**src/rtl/pkt_xact_pkg.sv**
```systemverilog
package pkt_xact_pkg;

    // Operation codes carried in the first request byte
    localparam logic [7:0] OP_WR_ONE  = 8'h00;
    localparam logic [7:0] OP_WR_INC  = 8'h04;
    localparam logic [7:0] OP_RD_ONE  = 8'h10;
    localparam logic [7:0] OP_RD_INC  = 8'h14;
    localparam logic [7:0] OP_IDLE    = 8'h7F;

    // Response code handling
    localparam logic [7:0] RSP_FLIP   = 8'h80;
    localparam logic [7:0] RSP_REJECT = 8'hFF;

    typedef enum logic [2:0] {
        PH_HDR   = 3'd0,
        PH_WDAT  = 3'd1,
        PH_WBUS  = 3'd2,
        PH_RBUS  = 3'd3,
        PH_RDAT  = 3'd4,
        PH_DRAIN = 3'd5,
        PH_RESP  = 3'd6
    } xphase_e;

    typedef enum logic [1:0] {
        XK_REJECT = 2'd0,
        XK_WRITE  = 2'd1,
        XK_READ   = 2'd2
    } xkind_e;

endpackage

```
**src/rtl/pkt_xact_decode.sv**
```systemverilog
module pkt_xact_decode
    import pkt_xact_pkg::*;
#(
    parameter int SIZE_W     = 16,
    parameter int WORD_BYTES = 4
) (
    input  logic [7:0]        code_i,
    input  logic [SIZE_W-1:0] size_i,
    output xkind_e            kind_o,
    output logic              incr_o
);
    localparam int LSB_W = $clog2(WORD_BYTES);

    logic aligned;
    logic nonzero;
    logic one_word;

    always_comb begin
        aligned  = (size_i[LSB_W-1:0] == '0);
        nonzero  = (size_i != '0);
        one_word = (size_i == SIZE_W'(WORD_BYTES));
        kind_o   = XK_REJECT;
        incr_o   = 1'b0;
        case (code_i)
            OP_WR_ONE: begin
                kind_o = one_word ? XK_WRITE : XK_REJECT;
            end
            OP_WR_INC: begin
                kind_o = (aligned && nonzero) ? XK_WRITE : XK_REJECT;
                incr_o = 1'b1;
            end
            OP_RD_ONE: begin
                kind_o = one_word ? XK_READ : XK_REJECT;
            end
            OP_RD_INC: begin
                kind_o = (aligned && nonzero) ? XK_READ : XK_REJECT;
                incr_o = 1'b1;
            end
            OP_IDLE: begin
                kind_o = XK_REJECT;
            end
            default: begin
                kind_o = XK_REJECT;
            end
        endcase
    end

endmodule

```
**src/rtl/pkt_xact_lane.sv**
```systemverilog
module pkt_xact_lane #(
    parameter  int WORD_BYTES = 4,
    localparam int SEL_W      = $clog2(WORD_BYTES)
) (
    input  logic [WORD_BYTES*8-1:0] word_i,
    input  logic [SEL_W-1:0]        sel_i,
    output logic [7:0]              byte_o
);
    logic [7:0] lanes [WORD_BYTES];

    // Lane 0 is the least significant byte and leaves first
    for (genvar g = 0; g < WORD_BYTES; g++) begin : g_lane
        assign lanes[g] = word_i[g*8 +: 8];
    end

    assign byte_o = lanes[sel_i];

endmodule

```
**src/rtl/pkt_xact_resp.sv**
```systemverilog
module pkt_xact_resp
    import pkt_xact_pkg::*;
#(
    parameter  int SIZE_W    = 16,
    localparam int SIZE_B    = SIZE_W / 8,
    localparam int RSP_BYTES = 2 + SIZE_B,
    localparam int SEL_W     = $clog2(RSP_BYTES)
) (
    input  logic [7:0]        code_i,
    input  logic [SIZE_W-1:0] size_i,
    input  logic              reject_i,
    input  logic [SEL_W-1:0]  sel_i,
    output logic [7:0]        byte_o
);
    logic [7:0] field [RSP_BYTES];

    assign field[0] = reject_i ? RSP_REJECT : (code_i ^ RSP_FLIP);
    assign field[1] = 8'h00;

    // Byte count, most significant byte first
    for (genvar g = 0; g < SIZE_B; g++) begin : g_size
        assign field[2+g] = reject_i ? 8'h00 : size_i[(SIZE_B-1-g)*8 +: 8];
    end

    assign byte_o = field[sel_i];

endmodule

```
**src/rtl/pkt_xact_bridge.sv**
```systemverilog
module pkt_xact_bridge
    import pkt_xact_pkg::*;
#(
    parameter int ADDR_W = 32,
    parameter int DATA_W = 32,
    parameter int SIZE_W = 16
) (
    input  logic              clk,
    input  logic              rst_n,
    input  logic              in_valid,
    output logic              in_ready,
    input  logic [7:0]        in_data,
    input  logic              in_last,
    output logic              out_valid,
    input  logic              out_ready,
    output logic [7:0]        out_data,
    output logic              out_last,
    output logic [ADDR_W-1:0] bus_addr,
    output logic              bus_read,
    output logic              bus_write,
    output logic [DATA_W-1:0] bus_wdata,
    input  logic [DATA_W-1:0] bus_rdata,
    input  logic              bus_wait
);
    localparam int WORD_BYTES = DATA_W / 8;
    localparam int ADDR_B     = ADDR_W / 8;
    localparam int SIZE_B     = SIZE_W / 8;
    localparam int HDR_BYTES  = 2 + SIZE_B + ADDR_B;
    localparam int RSP_BYTES  = 2 + SIZE_B;
    localparam int IDX_W      = $clog2(HDR_BYTES);
    localparam int WSEL_W     = $clog2(WORD_BYTES);
    localparam int RSEL_W     = $clog2(RSP_BYTES);
    localparam int SHIFT      = $clog2(WORD_BYTES);

    localparam logic [IDX_W-1:0] IDX_SIZE0 = IDX_W'(2);
    localparam logic [IDX_W-1:0] IDX_ADDR0 = IDX_W'(2 + SIZE_B);
    localparam logic [IDX_W-1:0] IDX_HLAST = IDX_W'(HDR_BYTES - 1);
    localparam logic [IDX_W-1:0] IDX_WLAST = IDX_W'(WORD_BYTES - 1);
    localparam logic [IDX_W-1:0] IDX_RLAST = IDX_W'(RSP_BYTES - 1);

    typedef struct packed {
        xphase_e           ph;
        xkind_e            kind;
        logic              incr;
        logic [7:0]        code;
        logic [SIZE_W-1:0] size;
        logic [ADDR_W-1:0] addr;
        logic [DATA_W-1:0] word;
        logic [IDX_W-1:0]  idx;
        logic [SIZE_W-1:0] left;
    } xreg_t;

    localparam xreg_t XREG_RESET = '0;

    xreg_t r_d, r_q;

    xkind_e            dec_kind;
    logic              dec_incr;
    logic [7:0]        lane_byte;
    logic [7:0]        rsp_byte;
    logic              in_fire;
    logic              last_word;
    logic [ADDR_W-1:0] step;

    pkt_xact_decode #(
        .SIZE_W     (SIZE_W),
        .WORD_BYTES (WORD_BYTES)
    ) u_decode (
        .code_i (r_q.code),
        .size_i (r_q.size),
        .kind_o (dec_kind),
        .incr_o (dec_incr)
    );

    pkt_xact_lane #(
        .WORD_BYTES (WORD_BYTES)
    ) u_lane (
        .word_i (r_q.word),
        .sel_i  (r_q.idx[WSEL_W-1:0]),
        .byte_o (lane_byte)
    );

    pkt_xact_resp #(
        .SIZE_W (SIZE_W)
    ) u_resp (
        .code_i   (r_q.code),
        .size_i   (r_q.size),
        .reject_i (r_q.kind == XK_REJECT),
        .sel_i    (r_q.idx[RSEL_W-1:0]),
        .byte_o   (rsp_byte)
    );

    // Port-side views of the registered state
    always_comb begin
        in_ready  = (r_q.ph == PH_HDR) || (r_q.ph == PH_WDAT) || (r_q.ph == PH_DRAIN);
        out_valid = (r_q.ph == PH_RDAT) || (r_q.ph == PH_RESP);
        bus_read  = (r_q.ph == PH_RBUS);
        bus_write = (r_q.ph == PH_WBUS);
        bus_addr  = r_q.addr;
        bus_wdata = r_q.word;
        last_word = (r_q.left == SIZE_W'(1));
        if (r_q.ph == PH_RDAT) begin
            out_data = lane_byte;
            out_last = (r_q.idx == IDX_WLAST) && last_word;
        end else begin
            out_data = rsp_byte;
            out_last = (r_q.idx == IDX_RLAST);
        end
    end

    assign in_fire = in_valid && in_ready;
    assign step    = r_q.incr ? ADDR_W'(WORD_BYTES) : '0;

    // Next-state computation
    always_comb begin
        r_d = r_q;
        case (r_q.ph)
            PH_HDR: begin
                if (in_fire) begin
                    r_d.idx = r_q.idx + IDX_W'(1);
                    if (r_q.idx == '0) begin
                        r_d.code = in_data;
                    end else if ((r_q.idx >= IDX_SIZE0) && (r_q.idx < IDX_ADDR0)) begin
                        r_d.size = {r_q.size[SIZE_W-9:0], in_data};
                    end else if (r_q.idx >= IDX_ADDR0) begin
                        r_d.addr = {r_q.addr[ADDR_W-9:0], in_data};
                    end
                    if (r_q.idx == IDX_HLAST) begin
                        r_d.idx  = '0;
                        r_d.kind = dec_kind;
                        r_d.incr = dec_incr;
                        r_d.left = r_q.size >> SHIFT;
                        case (dec_kind)
                            XK_WRITE: r_d.ph = PH_WDAT;
                            XK_READ:  r_d.ph = PH_RBUS;
                            default:  r_d.ph = in_last ? PH_RESP : PH_DRAIN;
                        endcase
                    end
                end
            end
            PH_DRAIN: begin
                if (in_fire && in_last) begin
                    r_d.ph  = PH_RESP;
                    r_d.idx = '0;
                end
            end
            PH_WDAT: begin
                if (in_fire) begin
                    r_d.word = {in_data, r_q.word[DATA_W-1:8]};
                    r_d.idx  = r_q.idx + IDX_W'(1);
                    if (r_q.idx == IDX_WLAST) begin
                        r_d.idx = '0;
                        r_d.ph  = PH_WBUS;
                    end
                end
            end
            PH_WBUS: begin
                if (!bus_wait) begin
                    r_d.left = r_q.left - SIZE_W'(1);
                    r_d.addr = r_q.addr + step;
                    r_d.ph   = last_word ? PH_RESP : PH_WDAT;
                end
            end
            PH_RBUS: begin
                if (!bus_wait) begin
                    r_d.word = bus_rdata;
                    r_d.idx  = '0;
                    r_d.ph   = PH_RDAT;
                end
            end
            PH_RDAT: begin
                if (out_ready) begin
                    r_d.idx = r_q.idx + IDX_W'(1);
                    if (r_q.idx == IDX_WLAST) begin
                        r_d.idx  = '0;
                        r_d.left = r_q.left - SIZE_W'(1);
                        r_d.addr = r_q.addr + step;
                        r_d.ph   = last_word ? PH_HDR : PH_RBUS;
                    end
                end
            end
            PH_RESP: begin
                if (out_ready) begin
                    r_d.idx = r_q.idx + IDX_W'(1);
                    if (r_q.idx == IDX_RLAST) begin
                        r_d.idx = '0;
                        r_d.ph  = PH_HDR;
                    end
                end
            end
            default: begin
                r_d = XREG_RESET;
            end
        endcase
    end

    always_ff @(posedge clk or negedge rst_n) begin
        if (!rst_n) begin
            r_q <= XREG_RESET;
        end else begin
            r_q <= r_d;
        end
    end

    // a stalled write keeps its strobe, address and data
    p_hold_wr_r8: assert property (@(posedge clk) disable iff (!rst_n)
        (bus_write && bus_wait) |=> (bus_write && $stable(bus_addr) && $stable(bus_wdata)));

    // a stalled read keeps its strobe and address
    p_hold_rd_r8: assert property (@(posedge clk) disable iff (!rst_n)
        (bus_read && bus_wait) |=> (bus_read && $stable(bus_addr)));

    // after an accepted incrementing write that is not the last, the address moves one word
    p_incr_step_r4: assert property (@(posedge clk) disable iff (!rst_n)
        (bus_write && !bus_wait && r_q.incr && !last_word)
        |=> (bus_addr == $past(bus_addr) + ADDR_W'(WORD_BYTES)));

    // a rejected request never drives a strobe
    p_reject_quiet_r9: assert property (@(posedge clk) disable iff (!rst_n)
        (r_q.kind == XK_REJECT) |-> !(bus_read || bus_write));

    // exclusive strobes, and input and output sides never active together
    p_exclusive_r10: assert property (@(posedge clk) disable iff (!rst_n)
        !(bus_read && bus_write) && !(in_ready && out_valid));

    // a stalled response byte is held
    p_out_hold_r10: assert property (@(posedge clk) disable iff (!rst_n)
        (out_valid && !out_ready) |=> (out_valid && $stable(out_data) && $stable(out_last)));

endmodule

```
**config.mk**
```make
export PLATFORM = sky130hd
export DESIGN_NAME = pkt_xact_bridge
export DESIGN_NICKNAME = d
export VERILOG_FILES = /design/src/rtl/pkt_xact_pkg.sv /design/src/rtl/pkt_xact_decode.sv /design/src/rtl/pkt_xact_lane.sv /design/src/rtl/pkt_xact_resp.sv /design/src/rtl/pkt_xact_bridge.sv
export SDC_FILE = /design/constraint.sdc
export NUM_CORES = 1
export LEC_CHECK = 0
export ABC_AREA = 1
export ABC_CLOCK_PERIOD_IN_PS = 3500
export BUFFER_PORTS_ARGS = -buffer_cell sky130_fd_sc_hd__clkbuf_2
export CAP_MARGIN = 20
export CORE_MARGIN = 2
export CORE_UTILIZATION = 60
export DETAILED_ROUTE_END_ITERATION = 10
export PLACE_DENSITY = 0.94
export SLEW_MARGIN = 10
export SYNTH_ARGS = -nofsm -noshare
export SYNTH_HDL_FRONTEND = slang
export SYNTH_SLANG_ARGS = --single-unit
export TNS_END_PERCENT = 50
```
**constraint.sdc**
```tcl
create_clock -name clk -period 3.5 [get_ports clk]
set_input_delay 0.7 -clock clk [delete_from_list [all_inputs] [get_ports clk]]
set_output_delay 0.7 -clock clk [all_outputs]
set_load 0.02 [all_outputs]
```
==> flow_summary.yaml <==
worst_setup_path:
  worstPathArrival_ps: 2510
  crit_fanout: 24
  worstPathRequired_ps: 2800
  worst_setup_path_end_kind: "output port"
  critPathLaunchType: "register"
  startpoint: "r_q[16]"
  critPathKind: "register to output port"
  timing.rr.start: "r_q[16]"
status:
  status: "finished clean"
final_layout:
  seqCellArea_um2: 2830
  nNetsFinal: 1276
  drive_gt1_share_pct: 15.8
  syn2layout_area_growth_pct: 10.1
  diodes: 0
  fin_util_pct: 68.0
  multiInputGateArea_um2: 3960
  fin_cells: 1404
  fillers: 1054
synthesis:
  synth_top_area_share_pct: 36.1
  syn_area_um2: 7830
  synth.most_common_cell: "nand2_1"
  yosys-top-cells-area: "dfrtp_1, nand2_1, nor2_1"
  syn_nets: 1225
  synth-seq-cells: 113
  syn_inst: 1168
  yosysSeqAreaShare_pct: 36.1
  yosysUniqueCellTypes: 35
  async_flop_share_pct: 100
  ys_top_cells_by_count: "nand2_1, nor2_1, dfrtp_1"
  yosys.area.top_type: "dfrtp_1"
  synth_edf_count: 0
  synth_flop_cell: "dfrtp_1"
  synth.avg_cell_area_um2: 6.70
  yosysWarnings: 0
routing:
  drt_iter0_markers: 1066
  vias: 8232
  wirelength_mm: 23.1
  drtAntennaViolNets: 0
  firstDrtPassIters: 6
  route.detailed.drc: 0
  viasPerCell: 5.86
  routedWlPerCell_um: 16.4
clocking:
  htree_num_levels: 4
  postCtsSetupBuffers: 0
  root_buffer: "clkbuf_16"
  cts_buffer_depth: 2
  clk_pin_slew_worst_paths_ps: 60
  clkSinkCount: 113
  tritoncts: "built"
  cts-resized-gates: 0
  cts_inserted_buffers: 17
  insertion_delay_ps: 430
  cts_hold_buf: 0
power:
  p_int_uw: 4210
  clkPwrFrac_pct: 17.9
  switching_share_pct: 53.6
  ir_drop_mv: 0.482
  seq_power_share_pct: 28.0
  p_switching_uw: 4860
  power_density_nw_per_um2: 1050
  pwr-share-comb_pct: 54.1
  leakagePower_uw: 0.00417
global_route:
  grt_use_total_pct: 33.5
  grt_pass1_vias: 7558
  grt-ovfl-total: 0
  grt_antenna_before_repair: 0
  grt_start_max_net_pins: 65
  grt_pass1_wl_mm: 37.7
floorplan:
  core_area_um2: 12700
  row_count: 41
  num_io_pins: 123
  dieHeight_um: 118
  start_util_pct: 61.8
  die_w_um: 118
  die_area_um2: 14000
worst_hold_path:
  min_path_type: "primary input to asynchronous set/reset pin"
timing:
  period_needed_ps: 3210
  maxSlewViolCount: 0
  fin_skew_ps: 9.33
  fmax_ghz: 0.311
  setup_viol: 0
  setup_tns_ps: 0
  worst_slew_pin_slew_ps: 961
  slew_headroom_pct: 35.9
  fin_crit_sh_pct: 91.8
  rsz0062_at_grt: "false"
  finalHoldViolCount: 0
flow_run:
  cap_viol_max_count: 0
place:
  io_buffers: 122
  hpwlAfterDp_mm: 16.5
  post-place-cells: 1372
  gp_congestion: 0.991
[cell type report]
cell class / instances / share of cell area, %
Tap cell: 172 / 2.50
Clock inverter: 13 / 1.20
Clock buffer: 19 / 5.25
Timing Repair Buffer: 133 / 8.07
Multi-Input combinational cell: 858 / 46.0
Sequential cell: 113 / 32.8
Inverter: 96 / 4.18
[placed cells by master, fill, tap and decap left out, types with 7 or more instances in the layout]
cell and n:
a21oi_1 18, a22oi_1 33, buf_4 12, clkbuf_16 17
clkbuf_2 121, dfrtp_1 113, ha_1 11, inv_1 89
nand2_1 363, nand2_2 7, nand3_1 70, nand4_1 7
nor2_1 155, nor3_1 19, o211ai_1 8, o21ai_0 102
o21ai_1 23, o22ai_1 11
[power groups by stage]
| stage | logic [uW] | registers (uW) | clock network (uW) |
|---|---|---|---|
| after CTS | 4830 | 2490 | 1620 |
| final | 4900 | 2540 | 1630 |
| after floorplan | 4070 | 2240 | 0 |
| after global placement | 4640 | 2490 | 0 |
| after global routing | 5420 | 2590 | 1690 |
| after detailed placement | 4770 | 2500 | 0 |
[metal layers]
| metal | global-route usage (%) | vias up | part of all wire, % |
|---|---|---|---|
| li1 | - | 3838 | - |
| met1 | 44.0 | 3764 | 39 |
| met2 | 53.0 | 541 | 46 |
| met3 | 6.81 | 89 | 11 |
| met4 | 16.0 | 0 | 4.1 |
| met5 | 0 | - | 0 |
[per-stage QoR]
stage | area [um2] | setup slack, ps | power [uW] | hold WS [ps]
final | 8620 | 287 | 9070 | 347
after global routing | 8620 | 109 | 9700 | 426
after CTS | 8620 | 387 | 8940 | 379
after detailed placement | 8060 | 835 | 7270 | 469
after global placement | 8060 | 910 | 7140 | 466
after floorplan | 7830 | 1410 | 6310 | 404
[path summary, 6_finish.rpt]
path | to | slack [ps] | cells after the start
max reg2reg | bus_addr[6] | 760 | 9
min | r_q[15] | 350 | 1
max | out_data[5] | 290 | 7
max in group asynchronous | r_q[6] | 2340 | 2
min in group clk | r_q[109] | 480 | 2
min reg2reg | r_q[109] | 480 | 2
[worst max-delay path: stages, from the launching register on]
cell,delay [ps]
dfrtp_1,650
clkinv_1,440
buf_4,340
nand2_1,210
o21ai_0,130
nand2_1,70
nand2_1,80
clkbuf_2,160
[state kept, by name, indices dropped and copies added, names as in the netlist]
register,flops
r_q,49
bus_addr,32
bus_wdata,32
[logic make-up (layout without fill, tap and decap cells)]
group | after synthesis | in the layout | synth area share (%)
AOI/OAI and AO/OA | 206 | 206 | 15.0
and+or+nand+nor | 637 | 637 | 33.4
buffers and inverters | 197 | 261 | 13.3
xor gates and xnor gates | 4 | 4 | 0.447
adders and majority gates | 11 | 11 | 1.76
DFF | 113 | 113 | 36.1
Power figures use the tool's default switching activity.
